$ cat config.mk
export PLATFORM = sky130hd
export DESIGN_NAME = msi_snoop_ctl
export DESIGN_NICKNAME = d
export VERILOG_FILES = /design/src/rtl/msi_pkg.sv /design/src/rtl/msi_line_store.sv /design/src/rtl/msi_snoop_unit.sv /design/src/rtl/msi_cpu_unit.sv /design/src/rtl/msi_snoop_ctl.sv
export SDC_FILE = /design/constraint.sdc
export NUM_CORES = 1
export LEC_CHECK = 0
export BUFFER_PORTS_ARGS = -buffer_cell sky130_fd_sc_hd__clkbuf_2
export CORE_ASPECT_RATIO = 0.9
export CORE_MARGIN = 2
export CORE_UTILIZATION = 50
export DETAILED_ROUTE_END_ITERATION = 7
export HOLD_SLACK_MARGIN = 0.15
export PLACE_DENSITY_LB_ADDON = 0.1
export SETUP_SLACK_MARGIN = 0.15
export SKIP_LAST_GASP = 1
export SLEW_MARGIN = 20
export SYNTH_ARGS = -nofsm -noshare
export SYNTH_HDL_FRONTEND = slang
export SYNTH_HIERARCHICAL = 1
export SYNTH_SLANG_ARGS = --single-unit
$ cat constraint.sdc
create_clock -name clk -period 4.34 [get_ports clk]
set_input_delay 0.434 -clock clk [delete_from_list [all_inputs] [get_ports clk]]
set_output_delay 0.434 -clock clk [all_outputs]
set_load 0.01 [all_outputs]
$ cat src/rtl/msi_pkg.sv
package msi_pkg;

  typedef enum logic [1:0] {
    LS_I = 2'd0,
    LS_S = 2'd1,
    LS_E = 2'd2
  } line_st_t;

  typedef enum logic [1:0] {
    BC_IDLE   = 2'd0,
    BC_RDMISS = 2'd1,
    BC_WRMISS = 2'd2,
    BC_WBACK  = 2'd3
  } bus_cmd_t;

  // state a line takes after a snoop that hits it
  function automatic line_st_t snoop_next(input line_st_t st, input bus_cmd_t cmd);
    line_st_t n;
    n = st;
    if (cmd == BC_WRMISS) n = LS_I;
    else if (cmd == BC_RDMISS && st == LS_E) n = LS_S;
    return n;
  endfunction

  function automatic logic is_dirty(input line_st_t st);
    return st == LS_E;
  endfunction

  function automatic logic is_miss_cmd(input bus_cmd_t cmd);
    return cmd == BC_RDMISS || cmd == BC_WRMISS;
  endfunction

endpackage

$ cat src/rtl/msi_line_store.sv
module msi_line_store
  import msi_pkg::*;
#(
  parameter int IDX_W  = 2,
  parameter int TAG_W  = 6,
  parameter int DATA_W = 32
) (
  input  logic              clk,
  input  logic              rst_n,
  input  logic [IDX_W-1:0]  ra_idx,
  output line_st_t          ra_st,
  output logic [TAG_W-1:0]  ra_tag,
  output logic [DATA_W-1:0] ra_data,
  input  logic [IDX_W-1:0]  rb_idx,
  output line_st_t          rb_st,
  output logic [TAG_W-1:0]  rb_tag,
  output logic [DATA_W-1:0] rb_data,
  input  logic              cw_en,
  input  logic [IDX_W-1:0]  cw_idx,
  input  line_st_t          cw_st,
  input  logic [TAG_W-1:0]  cw_tag,
  input  logic [DATA_W-1:0] cw_data,
  input  logic              sw_en,
  input  logic [IDX_W-1:0]  sw_idx,
  input  line_st_t          sw_st
);
  localparam int LINES = 1 << IDX_W;

  line_st_t          st_all  [LINES];
  logic [TAG_W-1:0]  tag_all [LINES];
  logic [DATA_W-1:0] dat_all [LINES];

  for (genvar g = 0; g < LINES; g++) begin : g_line
    line_st_t          st_q;
    logic [TAG_W-1:0]  tag_q;
    logic [DATA_W-1:0] dat_q;
    // processor update wins; on a shared index it was decided from the post-snoop state
    always_ff @(posedge clk or negedge rst_n) begin
      if (!rst_n) begin
        st_q  <= LS_I;
        tag_q <= '0;
        dat_q <= '0;
      end else if (cw_en && cw_idx == IDX_W'(g)) begin
        st_q  <= cw_st;
        tag_q <= cw_tag;
        dat_q <= cw_data;
      end else if (sw_en && sw_idx == IDX_W'(g)) begin
        st_q  <= sw_st;
      end
    end
    assign st_all[g]  = st_q;
    assign tag_all[g] = tag_q;
    assign dat_all[g] = dat_q;
  end

  assign ra_st   = st_all[ra_idx];
  assign ra_tag  = tag_all[ra_idx];
  assign ra_data = dat_all[ra_idx];
  assign rb_st   = st_all[rb_idx];
  assign rb_tag  = tag_all[rb_idx];
  assign rb_data = dat_all[rb_idx];

endmodule

$ cat src/rtl/msi_snoop_unit.sv
module msi_snoop_unit
  import msi_pkg::*;
#(
  parameter int TAG_W  = 6,
  parameter int DATA_W = 32
) (
  input  logic              clk,
  input  logic              rst_n,
  input  logic              snp_valid,
  input  bus_cmd_t          cmd,
  input  logic [TAG_W-1:0]  stag,
  input  line_st_t          st,
  input  logic [TAG_W-1:0]  ltag,
  input  logic [DATA_W-1:0] ldata,
  output logic              hit,
  output line_st_t          nst,
  output logic              abort,
  output logic [DATA_W-1:0] sdata
);
  always_comb begin
    hit   = snp_valid && st != LS_I && ltag == stag && is_miss_cmd(cmd);
    nst   = hit ? snoop_next(st, cmd) : st;
    abort = hit && is_dirty(st);
    sdata = abort ? ldata : '0;
  end


  wb_snoop_quiet_chk: assert property (@(posedge clk) disable iff (!rst_n)
    (snp_valid && cmd == BC_WBACK) |-> !abort);


  abort_tag_chk: assert property (@(posedge clk) disable iff (!rst_n)
    abort |-> (snp_valid && ltag == stag && nst != LS_E));

endmodule

$ cat src/rtl/msi_cpu_unit.sv
module msi_cpu_unit
  import msi_pkg::*;
#(
  parameter int IDX_W  = 2,
  parameter int TAG_W  = 6,
  parameter int DATA_W = 32
) (
  input  logic                    clk,
  input  logic                    rst_n,
  input  logic                    req,
  input  logic                    we,
  input  logic [TAG_W-1:0]        tag,
  input  logic [IDX_W-1:0]        idx,
  input  logic [DATA_W-1:0]       wdata,
  input  line_st_t                eff_st,
  input  logic [TAG_W-1:0]        line_tag,
  input  logic [DATA_W-1:0]       line_data,
  input  logic                    gnt,
  input  logic [DATA_W-1:0]       bus_rdata,
  output logic                    done,
  output logic [DATA_W-1:0]       rdata,
  output logic                    breq,
  output bus_cmd_t                bcmd,
  output logic [TAG_W+IDX_W-1:0]  baddr,
  output logic [DATA_W-1:0]       bwdata,
  output logic                    lw_en,
  output line_st_t                lw_st,
  output logic [DATA_W-1:0]       lw_data
);
  logic tag_eq, rd_hit, wr_hit, need_wb, miss;

  always_comb begin
    tag_eq  = line_tag == tag;
    rd_hit  = req && !we && eff_st != LS_I && tag_eq;
    wr_hit  = req && we && eff_st == LS_E && tag_eq;
    need_wb = req && !rd_hit && !wr_hit && is_dirty(eff_st) && !tag_eq;
    miss    = req && !rd_hit && !wr_hit && !need_wb;

    breq   = need_wb || miss;
    bcmd   = need_wb ? BC_WBACK : (miss ? (we ? BC_WRMISS : BC_RDMISS) : BC_IDLE);
    baddr  = need_wb ? {line_tag, idx} : {tag, idx};
    bwdata = need_wb ? line_data : '0;

    done  = rd_hit || wr_hit || (miss && gnt);
    rdata = rd_hit ? line_data : ((miss && gnt && !we) ? bus_rdata : '0);

    lw_en   = wr_hit || (breq && gnt);
    lw_st   = need_wb ? LS_I : (we ? LS_E : LS_S);
    lw_data = need_wb ? line_data : (we ? wdata : bus_rdata);
  end


  miss_wait_chk: assert property (@(posedge clk) disable iff (!rst_n)
    (breq && !gnt) |-> !done);


  hit_quiet_chk: assert property (@(posedge clk) disable iff (!rst_n)
    (rd_hit || wr_hit) |-> !breq);


  idle_cmd_chk: assert property (@(posedge clk) disable iff (!rst_n)
    !breq |-> bcmd == BC_IDLE);


  wb_then_miss_chk: assert property (@(posedge clk) disable iff (!rst_n)
    (breq && gnt && bcmd == BC_WBACK) |=> !(breq && bcmd == BC_WBACK));

endmodule

$ cat src/rtl/msi_snoop_ctl.sv
module msi_snoop_ctl
  import msi_pkg::*;
#(
  parameter int ADDR_W = 8,
  parameter int IDX_W  = 2,
  parameter int DATA_W = 32
) (
  input  logic              clk,
  input  logic              rst_n,
  input  logic              cpu_req,
  input  logic              cpu_we,
  input  logic [ADDR_W-1:0] cpu_addr,
  input  logic [DATA_W-1:0] cpu_wdata,
  output logic              cpu_done,
  output logic [DATA_W-1:0] cpu_rdata,
  output logic              bus_req,
  output logic [1:0]        bus_cmd,
  output logic [ADDR_W-1:0] bus_addr,
  output logic [DATA_W-1:0] bus_wdata,
  input  logic              bus_gnt,
  input  logic [DATA_W-1:0] bus_rdata,
  input  logic              snp_valid,
  input  logic [1:0]        snp_cmd,
  input  logic [ADDR_W-1:0] snp_addr,
  output logic              snp_abort,
  output logic [DATA_W-1:0] snp_data
);
  localparam int TAG_W = ADDR_W - IDX_W;

  logic [IDX_W-1:0]  cpu_idx, snp_idx;
  logic [TAG_W-1:0]  cpu_tag, snp_tag;
  line_st_t          a_st, b_st, eff_st, snp_nst, lw_st;
  logic [TAG_W-1:0]  a_tag, b_tag;
  logic [DATA_W-1:0] a_data, b_data, lw_data;
  logic              snp_hit, lw_en;
  bus_cmd_t          bcmd;

  assign cpu_idx = cpu_addr[IDX_W-1:0];
  assign cpu_tag = cpu_addr[ADDR_W-1:IDX_W];
  assign snp_idx = snp_addr[IDX_W-1:0];
  assign snp_tag = snp_addr[ADDR_W-1:IDX_W];

  msi_line_store #(.IDX_W(IDX_W), .TAG_W(TAG_W), .DATA_W(DATA_W)) u_store (
    .clk(clk), .rst_n(rst_n),
    .ra_idx(cpu_idx), .ra_st(a_st), .ra_tag(a_tag), .ra_data(a_data),
    .rb_idx(snp_idx), .rb_st(b_st), .rb_tag(b_tag), .rb_data(b_data),
    .cw_en(lw_en), .cw_idx(cpu_idx), .cw_st(lw_st), .cw_tag(cpu_tag), .cw_data(lw_data),
    .sw_en(snp_hit), .sw_idx(snp_idx), .sw_st(snp_nst)
  );

  msi_snoop_unit #(.TAG_W(TAG_W), .DATA_W(DATA_W)) u_snoop (
    .clk(clk), .rst_n(rst_n),
    .snp_valid(snp_valid), .cmd(bus_cmd_t'(snp_cmd)), .stag(snp_tag),
    .st(b_st), .ltag(b_tag), .ldata(b_data),
    .hit(snp_hit), .nst(snp_nst), .abort(snp_abort), .sdata(snp_data)
  );

  // the snoop is applied first: the processor sees the state it leaves
  assign eff_st = (snp_hit && snp_idx == cpu_idx) ? snp_nst : a_st;

  msi_cpu_unit #(.IDX_W(IDX_W), .TAG_W(TAG_W), .DATA_W(DATA_W)) u_cpu (
    .clk(clk), .rst_n(rst_n),
    .req(cpu_req), .we(cpu_we), .tag(cpu_tag), .idx(cpu_idx), .wdata(cpu_wdata),
    .eff_st(eff_st), .line_tag(a_tag), .line_data(a_data),
    .gnt(bus_gnt), .bus_rdata(bus_rdata),
    .done(cpu_done), .rdata(cpu_rdata),
    .breq(bus_req), .bcmd(bcmd), .baddr(bus_addr), .bwdata(bus_wdata),
    .lw_en(lw_en), .lw_st(lw_st), .lw_data(lw_data)
  );

  assign bus_cmd = bcmd;


  snoop_first_chk: assert property (@(posedge clk) disable iff (!rst_n)
    (snp_abort && cpu_req && cpu_we && snp_addr == cpu_addr) |-> !cpu_done);

endmodule

==> results of run 1 <==
## sequential cells by signal, indices dropped and copies added, names as in the netlist
register,count
u_store/g_line.dat_q,128
u_store/g_line.tag_q,24
u_store/g_line.st_q,8
## synthesized netlist by cell type (all sizes together), types with 4 or more instances
cell type    n  share of area [%]
mux4        80                 18
nand3        5               0.25
nand2        5               0.19
nor2        10               0.37
nor2b        4               0.25
dfrtp      160                 40
mux2i        6               0.60
xnor2       12                1.0
a21oi        8               0.51
buf         39                2.6
and2        65                4.3
mux2       228                 25
a22o        32                3.1
o21ai        6               0.34
clkbuf      17               0.66
inv          5               0.19
## placed cells by master, fill, tap and decap left out, types with 5 or more instances in the layout
cell type	count
mux2_2	222
buf_12	6
a22o_2	23
dfrtp_1	160
clkbuf_16	19
inv_1	5
o21ai_0	5
buf_4	27
and2_2	22
a21oi_1	7
and2_1	43
mux2i_1	6
mux2_1	5
clkbuf_2	193
nor2_1	10
a22o_1	9
xnor2_1	8
mux4_2	80
## layout make-up
| cell class | instances | area (sq um) | area share, % |
|---|---|---|---|
| clock buffer | 17 | 425.4 | 3.498 |
| clock inverter | 13 | 165.2 | 1.358 |
| inverter | 5 | 18.77 | 0.1543 |
| multi-input combinational | 489 | 5807 | 47.75 |
| sequential | 160 | 4004 | 32.93 |
| tap | 255 | 319.1 | 2.624 |
| timing repair buffer | 234 | 1421 | 11.69 |
## where the power goes
| group | internal, mW | switching, mW |
|---|---|---|
| Sequential | 2.00 | 0.352 |
| Clock | 0.901 | 0.612 |
| Combinational | 1.13 | 0.766 |
| Total | 4.03 | 1.73 |
## what timing repair did
item,in CTS,in global routing
setup endpoints to repair,6,43
gates cloned,1,2
resized for setup,1,12
endpoints found under the hold margin,3,0
pin swaps,0,1
hold buffers,1,0
setup buffers,0,4
## per-stage QoR
step / total power, mW / hold WS [ns] / instances
final: 5.763 / 0.3303 / 1173
after global routing: 6.073 / 0.3437 / 1173
after CTS: 5.748 / 0.3149 / 1167
after detailed placement: 4.197 / 0.5068 / 1135
after global placement: 4.062 / 0.4824 / 1135
after floorplan: 3.647 / 0.1384 / 710
## worst min-delay path by stage
stage,startpoint,endpoint,slack (ns)
finish,cpu_addr[5],u_store/g_line[1].tag_q[3],0.33
floorplan,rst_n,u_store/g_line[0].dat_q[0],0.14
global placement,u_store/g_line[0].dat_q[7],u_store/g_line[0].dat_q[7],0.48
CTS,cpu_addr[5],u_store/g_line[1].tag_q[3],0.31
global route,cpu_addr[4],u_store/g_line[2].tag_q[2],0.34
detailed placement,u_store/g_line[0].dat_q[9],u_store/g_line[0].dat_q[9],0.51
## cell families (layout without fill, tap and decap cells)
family / after synthesis / in the layout
compound gates: 55 / 55
buf+inv: 61 / 269
simple gates: 104 / 104
flops: 160 / 160
mux: 314 / 314
xor+xnor: 14 / 14
fa+ha+maj: 2 / 2
## per-layer routing
metal	share of wire [%]	GRT usage (%)	wire, um	vias to the layer above
met2	51	43.06	13510	206
met1	43	33.61	11440	3652
met3	5.1	3.562	1367	25
met4	1.5	6.615	404	0
li1	-	-	-	3120
met5	0	0	0	-
==> metrics.cfg, run 1 <==
[outcome]
status = finished, final reports clean

[synthesis]
synthCells = 710
yosys.area_share.simple_pct = 6.876
ys_ff_latch = 160
synth_edf_count = 0
async_flop_share_pct = 100.0
syn_area_sq_um = 10080
yosysWarnings = 6
synth_top_family_by_area = multiplexers
synth_compound_area_share_pct = 4.580
syn-num-nets = 800
ys_types = 46
synth_xor_area_share_pct = 1.216
syn_area_per_cell_sq_um = 14.20
synthAdderAreaFrac_pct = 0.2482
yosysSeqAreaShare_pct = 39.72
synth_flop_cell = dfrtp_1
synthMuxAreaShare_pct = 43.94

[job]
cap_violations = 0

[routing]
drt-total-wl_mm = 26.73
vias = 7003
drt-pass1-iter-count = 4
ant_nets = 0
viasPerCell = 5.970
drc_errors = 0
wire_per_inst_um = 22.79
drt_iter0_drc = 307

[setup_path]
cp_max_fo = 9
path_delay_family = multiplexers
slowest_delay_ns = 0.51
r2r_slack_ns = 0.44
r2r_end = u_store/g_line[0].dat_q[23]
end_kind = output port
cp.depth = 13
worstPathArrival_ns = 3.67
slowest_stage = mux4_2
cp-endpoint = bus_addr[7]
critPathKind = register to output port
crit_required_ns = 3.91
r2r_cells = 14
r2r_start = u_store/g_line[3].tag_q[2]
path_buf_inv = 3
critPathLaunchType = register
crit_start = u_store/g_line[3].tag_q[2]
critical_path.cell_chain = mux4_2 > xnor2_2 > nand4_2 > nor3_2 > buf_4 > nand3_1 > mux2_4 > nor2b_4 > nand2_1 > a21oi_4 > buf_12 > mux2_2 > clkbuf_2

[floorplan]
rows = 49
start_util_pct = 50.75
io_pins = 197
die_w_um = 153.7
die_area_sq_um = 21320
core_sq_um = 19860
die_y_um = 138.7

[global_routing]
grt_pass1_wl_mm = 41.59
grt_antenna_before_repair = 0
grt_max_degree = 99
grt_usage_pct = 25.02
grt-ovfl-total = 0
grt_pass1_vias = 7503

[clock_tree]
cts_sinks = 160
clk_pin_slew_worst_paths_ns = 0.06
clock_latency_ns = 0.43
clockRootBuffer = clkbuf_16
ctsHtreeMaxLevel = 4
numCtsBuffers = 17
cts_tree = yes
clockBufferDepth = 2

[final_layout]
drive_gt1_share_pct = 68.41
final_nets = 997
area_growth_pct = 20.63
fin_area_sq_um = 12160
fillers = 1576
final_util_pct = 61.22
antennaDiodeCount = 0

[timing]
fin_crit_ns = 4.104
worst_clock_skew_ns = 0.009988
fmax_mhz = 243.7
setup_slack_ns = 0.2359
rsz0062_at_grt = true
setup_viol = 0
hold_viol_final = 0
setup_tns_ns = 0
max-slew-margin-rel_pct = 38.36
period_share_pct = 94.56
slew_violations = 0
tightestPinTransition_ns = 0.9246

[place]
place_congestion = 0.8536
portBuffers = 196
dpl_cell_area_sq_um = 11390
dp_hpwl_mm = 17.22
dp_slack_ns = 0.1561

[power_and_ir_drop]
ir_drop_v = 0.0002774
pwr_density_cell_nw_per_um2 = 473.9
p_leak_nw = 5.359

[min_path]
min_path_type = input pin to register
hold_path_depth = 2

(Power assumes the default switching activity.)
==> run 2, diff against run 1 <==
ABC_AREA = 1   (was unset)
SETUP_SLACK_MARGIN = 0.05   (was 0.15)
==> run 2 against run 1 <==
Net effect: global-route usage increased by 5.6 points; total power decreased by 16%; critical endpoint is now bus_cmd[0]; maximum frequency is 3.2% higher; sequential share of layout area rose by 0.18 points; critical path depth up 8; highest routed layer is now met5.
==> metrics.cfg, run 2 <==
[outcome]
status = finished, final reports clean

[timing]
hold_slack_ns = 0.3547  ; +0.02438 ns
rsz0062_at_grt = true
fin_crit_ns = 3.975  ; -0.1289 ns
fmax_mhz = 251.6  ; +3.2%
setup_tns_ns = 0  ; unchanged
max-slew-margin-rel_pct = 39.27  ; +0.90 points
setup_viol = 0  ; unchanged
tightestPinTransition_ns = 0.9110  ; -0.01356 ns
slew_violations = 0  ; unchanged
worst_clock_skew_ns = 0.009963  ; -0.00002509 ns
setup_slack_ns = 0.3647  ; +0.1289 ns
period_share_pct = 91.60  ; -3.0 points
hold_viol_final = 0  ; unchanged

[final_layout]
final_common_cell = nand2_1
finalNonFillerCells = 1979  ; +69%
largest_register_ffs = 128  ; unchanged
fillers = 2036  ; +29%
top_regs = u_store/g_line.dat_q x128, u_store/g_line.tag_q x24, u_store/g_line.st_q x8
fin_area_sq_um = 12100  ; -0.53%
antennaDiodeCount = 0  ; unchanged
area_growth_pct = 15.69
top_register = u_store/g_line.dat_q
drive_gt1_share_pct = 17.74  ; -51 points
final_cell_mix = 409 x nand2_1, 293 x o21ai_0, 194 x clkbuf_2
final_nets = 1796  ; +80%

[clock_tree]
ctsHtreeMaxLevel = 4  ; unchanged
clock_latency_ns = 0.42  ; about the same
cts_tree = yes
clockRootBuffer = clkbuf_16
post-cts-setup-buffer-count = 0  ; unchanged
cts_sinks = 160  ; unchanged
clk_pin_slew_worst_paths_ns = 0.06  ; about the same
clockBufferDepth = 2  ; unchanged
numCtsBuffers = 17  ; unchanged

[setup_path]
worstPathArrival_ns = 3.54  ; -0.13 ns
r2r_slack_ns = 0.60  ; +0.16 ns
end_kind = output port
r2r_start = u_store/g_line[2].tag_q[5]
crit_required_ns = 3.91  ; about the same
crit_start = snp_addr[1]
cp_max_fo = 16  ; +7
critPathLaunchType = input pin
critPathKind = input pin to output port

[power_and_ir_drop]
p_int_mw = 3.175  ; -21%
p_seq_share_pct = 42.9  ; +2.1 points
p_leak_nw = 6.483  ; +21%
clkPwrFrac_pct = 32.8  ; +6.5 points
p_comb_share_pct = 24.4  ; -8.5 points
pwr_density_cell_nw_per_um2 = 399.5  ; -16%
p_sw_share_pct = 34.30  ; +4.3 points
ir_drop_v = 0.0002523  ; -9.1%
p_switching_mw = 1.657  ; -4.2%

[place]
dp_slack_ns = 0.2180  ; +0.06196 ns
dpl_cell_area_sq_um = 11450  ; +0.55%
placed_cells = 1946  ; +71%
place_congestion = 0.8961  ; +5.0%
portBuffers = 196  ; unchanged
dp_hpwl_mm = 21.55  ; +25%

[synthesis]
syn_area_per_cell_sq_um = 6.681  ; -53%
yosysWarnings = 6  ; unchanged
synth_edf_count = 0  ; unchanged
syn_area_sq_um = 10460  ; +3.7%
synth_flop_cell = dfrtp_1
synthCells = 1565  ; +120%
async_flop_share_pct = 100.0  ; unchanged
yosysMostFrequentCell = nand2_1
synth_top_area_share_pct = 38.30  ; -1.4 points
synth_area_leaders = dfrtp_1 38%, nand2_1 15%, o21ai_0 14%, nor2_1 6.8%, inv_1 5.5%
ys_types = 30  ; -35%
netlist_top_cells_count = 409 x nand2_1, 293 x o21ai_0, 189 x nor2_1
yosysSeqAreaShare_pct = 38.30  ; -1.4 points
yosys.area.top_type = dfrtp_1
ys_ff_latch = 160  ; unchanged
syn-num-nets = 1655  ; +110%

[floorplan]
rows = 50  ; +2.0%
io_pins = 197  ; unchanged
die_y_um = 141.2  ; +1.8%
start_util_pct = 50.64  ; -0.11 points
die_area_sq_um = 22080  ; +3.6%
core_sq_um = 20640  ; +3.9%
die_w_um = 156.4  ; +1.8%

[routing]
viasPerCell = 5.607  ; -6.1%
drt_iter0_drc = 1261  ; +310%
drt-pass1-iter-count = 6  ; +2
drt-total-wl_mm = 33.50  ; +25%
wire_per_inst_um = 16.93  ; -26%
ant_nets = 0  ; unchanged
vias = 11096  ; +58%
drc_errors = 0  ; unchanged

[global_routing]
grt_max_degree = 89  ; -10%
grt_pass1_vias = 10021  ; +34%
grt_usage_pct = 30.66  ; +5.6 points
grt-ovfl-total = 0  ; unchanged
grt_antenna_before_repair = 1  ; +1
grt_pass1_wl_mm = 53.26  ; +28%

[min_path]
min_path_type = input pin to register
min_from = cpu_addr[3]

[job]
cap_violations = 0  ; unchanged

==> run 2: changes by cell type after synthesis, sizes merged, moves of 9 or more <==
cell,delta
o22ai,+80
buf,+16
clkbuf,+41
nand3,+53
a22o,-32
mux4,-80
nand4,+36
o21ai,+315
xnor2,-9
and2,-65
mux2,-228
nand2,+407
inv,+155
nor2,+199
==> run 2: worst paths after layout <==
check,cells past startpoint,end
max,21,bus_cmd[0]
min,3,u_store/g_line[1].tag_q[1]
max reg2reg,25,u_store/g_line[2].st_q[1]
min reg2reg,2,u_store/g_line[1].dat_q[17]
max in group asynchronous,3,u_store/g_line[0].dat_q[25]
min in group asynchronous,2,u_store/g_line[0].dat_q[8]
==> run 2: cells by family after synthesis <==
kind of cell             after synthesis  synth area share, %
AND/OR/NAND/NOR                      720                28.70
flip-flops                           160                38.30
AO/OA/AOI/OAI                        406                20.64
XOR/XNOR                               3               0.2514
adder cells (fa/ha/maj)                2               0.2393
buffers and inverters                274                11.87
==> run 2: timing repair <==
item | in CTS | in global routing
resized for setup | 0 | 3
hold buffers | 1 | 0
endpoints found under the hold margin | 72 | 0
endpoints found under the setup margin | 0 | 35
==> run 2: worst max-delay path: stages <==
cell      delay, ns
clkbuf_2       0.20
buf_4          0.24
o21ai_0        0.11
o22ai_1        0.23
inv_1          0.11
nand2_1        0.07
nand2_1        0.05
nor2_1         0.09
nand2_1        0.09
nor2_4         0.22
inv_1          0.06
a21oi_1        0.11
nand3_1        0.10
nand2_1        0.07
nand2_1        0.07
nor2_2         0.27
nand3_4        0.22
nand2_2        0.12
clkinv_2       0.05
nor3_1         0.38
clkbuf_2       0.23
==> run 2: metal layers <==
metal / global-route usage, % / vias up / share of wire (%)
li1: - / 5369 / -
met1: 45.54 / 5175 / 45
met2: 46.44 / 508 / 44
met3: 5.410 / 42 / 8.7
met4: 7.774 / 2 / 1.6
met5: 0 / - / 0.048
==> run 2: final cells by class <==
| class | count | area, sq um | share of cell area [%] |
|---|---|---|---|
| flip-flops and latches | 160 | 4004 | 33.10 |
| clock inverters | 14 | 180.2 | 1.490 |
| clock buffers | 18 | 439.2 | 3.631 |
| repair buffers | 235 | 1328 | 10.98 |
| inverters | 161 | 609.3 | 5.038 |
| well taps | 260 | 325.3 | 2.690 |
| multi-input cells | 1131 | 5210 | 43.07 |
==> run 2: through the flow <==
stage / utilization, % / power (mW)
3_5_place_dp: 55.48 / 3.243
5_1_grt: 58.59 / 5.122
4_1_cts: 58.53 / 4.835
6_report: 58.59 / 4.832
3_3_place_gp: 55.48 / 3.220
2_1_floorplan: - / 2.847
==> run 2: power by group through the flow <==
stage	logic (mW)	clock network [mW]	registers (mW)
5_1_grt	1.34	1.67	2.11
6_report	1.18	1.58	2.07
4_1_cts	1.17	1.61	2.06
2_1_floorplan	0.841	0	2.01
3_3_place_gp	1.14	0	2.08
3_5_place_dp	1.16	0	2.08
==> run 3, diff against run 2 <==
CORE_MARGIN = unset   (was 2)
==> run 3 against run 2 <==
Net effect: core utilization up 0.87 points; clock skew up 0.0027 ns; first-iteration DRC count down 15%; clock-buffer cell count unchanged; die area down 2.7%; maximum frequency down 1.6%; register-to-register slack better by 0.02 ns; total power down 2.0%; sequential share of layout area up 0.18 points; critical path depth unchanged; routed wire length down 1.4%.
==> metrics.cfg, run 3 (same netlist as run 2, synthesis figures left out) <==
[final_layout]
fillers = 2009  ; -1.3%
final_common_cell = nand2_1
top_regs = u_store/g_line.dat_q x128, u_store/g_line.tag_q x24, u_store/g_line.st_q x8
fin_area_sq_um = 12030  ; -0.54%
finalNonFillerCells = 1972  ; -0.35%
multi_input_area_sq_um = 5210  ; unchanged
area_growth_pct = 15.07
largest_register_ffs = 128  ; unchanged
top_register = u_store/g_line.dat_q
drive_gt1_share_pct = 17.65  ; -0.096 points
final_nets = 1794  ; -0.11%
antennaDiodeCount = 0  ; unchanged
final_util_pct = 59.46  ; +0.87 points
register_area_sq_um = 4004  ; unchanged
final_cell_mix = 409 x nand2_1, 293 x o21ai_0, 194 x clkbuf_2

[power_and_ir_drop]
p_switching_mw = 1.682  ; +1.5%
p_int_mw = 3.052  ; -3.9%
pwr_density_cell_nw_per_um2 = 393.5  ; -1.5%
ir_drop_v = 0.0002646  ; +4.9%
clkPwrFrac_pct = 31.5  ; -1.3 points
p_sw_share_pct = 35.53  ; +1.2 points
p_leak_nw = 6.453  ; -0.46%
p_seq_share_pct = 43.7  ; +0.8 points
p_comb_share_pct = 24.8  ; +0.4 points
total_power_mw = 4.734  ; -2.0%

[timing]
hold_viol_final = 0  ; unchanged
hold_slack_ns = 0.1242  ; -0.2305 ns
setup_slack_ns = 0.3003  ; -0.06441 ns
fmax_mhz = 247.5  ; -1.6%
rsz0062_at_grt = false
worst_clock_skew_ns = 0.01262  ; +0.002655 ns
tightestPinTransition_ns = 0.8963  ; -0.01472 ns
fin_crit_ns = 4.040  ; +0.06441 ns
slew_violations = 0  ; unchanged
period_share_pct = 93.08  ; +1.5 points
max-slew-margin-rel_pct = 40.25  ; +0.98 points
setup_viol = 0  ; unchanged
setup_tns_ns = 0  ; unchanged

[clock_tree]
ctsHtreeMaxLevel = 4  ; unchanged
cts_tree = yes
clockBufferDepth = 2  ; unchanged
clockRootBuffer = clkbuf_16
clock_latency_ns = 0.44  ; +0.02 ns
numCtsBuffers = 17  ; unchanged
post-cts-setup-buffer-count = 0  ; unchanged
clk_pin_slew_worst_paths_ns = 0.07  ; about the same
cts_sinks = 160  ; unchanged

[floorplan]
rows = 49  ; -2.0%
die_y_um = 139.2  ; -1.4%
die_w_um = 154.4  ; -1.3%
io_pins = 197  ; unchanged
start_util_pct = 51.68  ; +1.0 points
core_sq_um = 20230  ; -2.0%
die_area_sq_um = 21490  ; -2.7%

[setup_path]
r2r_start = u_store/g_line[2].tag_q[2]
r2r_end = u_store/g_line[3].dat_q[18]
r2r_cells = 24  ; -4.0%
cp_max_fo = 16  ; unchanged
worstPathArrival_ns = 3.61  ; +0.07 ns
critPathLaunchType = input pin
r2r_slack_ns = 0.62  ; +0.02 ns
end_kind = output port
crit_required_ns = 3.91  ; about the same
critPathKind = input pin to output port

[place]
portBuffers = 196  ; unchanged
placed_cells = 1940  ; -0.31%
dp_slack_ns = 0.1671  ; -0.05092 ns
dp_hpwl_mm = 21.15  ; -1.9%
dpl_cell_area_sq_um = 11440  ; -0.12%
place_congestion = 0.8702  ; -2.9%

[outcome]
status = finished, final reports clean

[global_routing]
grt-ovfl-total = 0  ; unchanged
grt_max_degree = 107  ; +20%
grt_pass1_wl_mm = 53.50  ; +0.45%
grt_usage_pct = 31.41  ; +0.75 points
grt_pass1_vias = 10110  ; +0.89%
grt_antenna_before_repair = 1  ; unchanged

[routing]
viasPerCell = 5.644  ; +0.65%
drt-pass1-iter-count = 7  ; +1
vias = 11129  ; +0.30%
ant_nets = 0  ; unchanged
drc_errors = 0  ; unchanged
wire_per_inst_um = 16.76  ; -1.0%
drt-total-wl_mm = 33.04  ; -1.4%
drt_iter0_drc = 1067  ; -15%

[job]
cap_violations = 0  ; unchanged

[min_path]
min_path_type = input pin to async pin

run 3: worst max-delay path by stage:
| stage | to | start | cells after the start |
|---|---|---|---|
| 2_1_floorplan | u_store/g_line[0].dat_q[30] | snp_addr[0] | 27 |
| 3_3_place_gp | u_store/g_line[1].tag_q[4] | snp_addr[1] | 25 |
| 3_5_place_dp | u_store/g_line[3].tag_q[2] | snp_addr[1] | 25 |
| 4_1_cts | bus_cmd[0] | snp_addr[1] | 21 |
| 5_1_grt | cpu_rdata[0] | snp_addr[1] | 23 |
| 6_report | bus_cmd[0] | snp_addr[1] | 21 |
run 3: area by class of cell:
type	instances	share of cell area (%)
Sequential cell	160	33.28
Tap cell	255	2.652
Clock inverter	14	1.217
Timing Repair Buffer	233	10.91
Multi-Input combinational cell	1131	43.31
Inverter	161	5.065
Clock buffer	18	3.567
run 3: timing repair:
item                       CTS  global route
hold buffers                 0             0
setup endpoints to repair    0            31
resized for setup            0             3
hold endpoints to repair     0             0
run 3: critical path, stage by stage:
cell and delay, ns:
clkbuf_2 0.20, buf_4 0.26, o21ai_0 0.12, o22ai_1 0.27, inv_1 0.11, nand2_1 0.07
nand2_1 0.05, inv_1 0.04, nand3_1 0.11, nor2_4 0.22, inv_1 0.06, a21oi_1 0.12
nand3_1 0.10, nand2_1 0.07, nand2_1 0.08, nor2_2 0.26, nand3_4 0.22, nand2_2 0.11
clkinv_2 0.05, nor3_1 0.40, clkbuf_2 0.23
run 3: power by group through the flow:
stage	Clock (mW)	Combinational [mW]	Sequential, mW
3_3_place_gp	0	1.13	2.08
5_1_grt	1.58	1.34	2.11
6_report	1.49	1.17	2.07
4_1_cts	1.51	1.17	2.06
2_1_floorplan	0	0.841	2.01
3_5_place_dp	0	1.16	2.08
run 3: layer usage:
metal	global-route usage [%]	up-vias	part of all wire, %
li1	-	5374	-
met1	45.51	5166	46
met2	47.32	532	44
met3	5.594	55	7.9
met4	10.42	2	2.1
met5	0	-	0.030
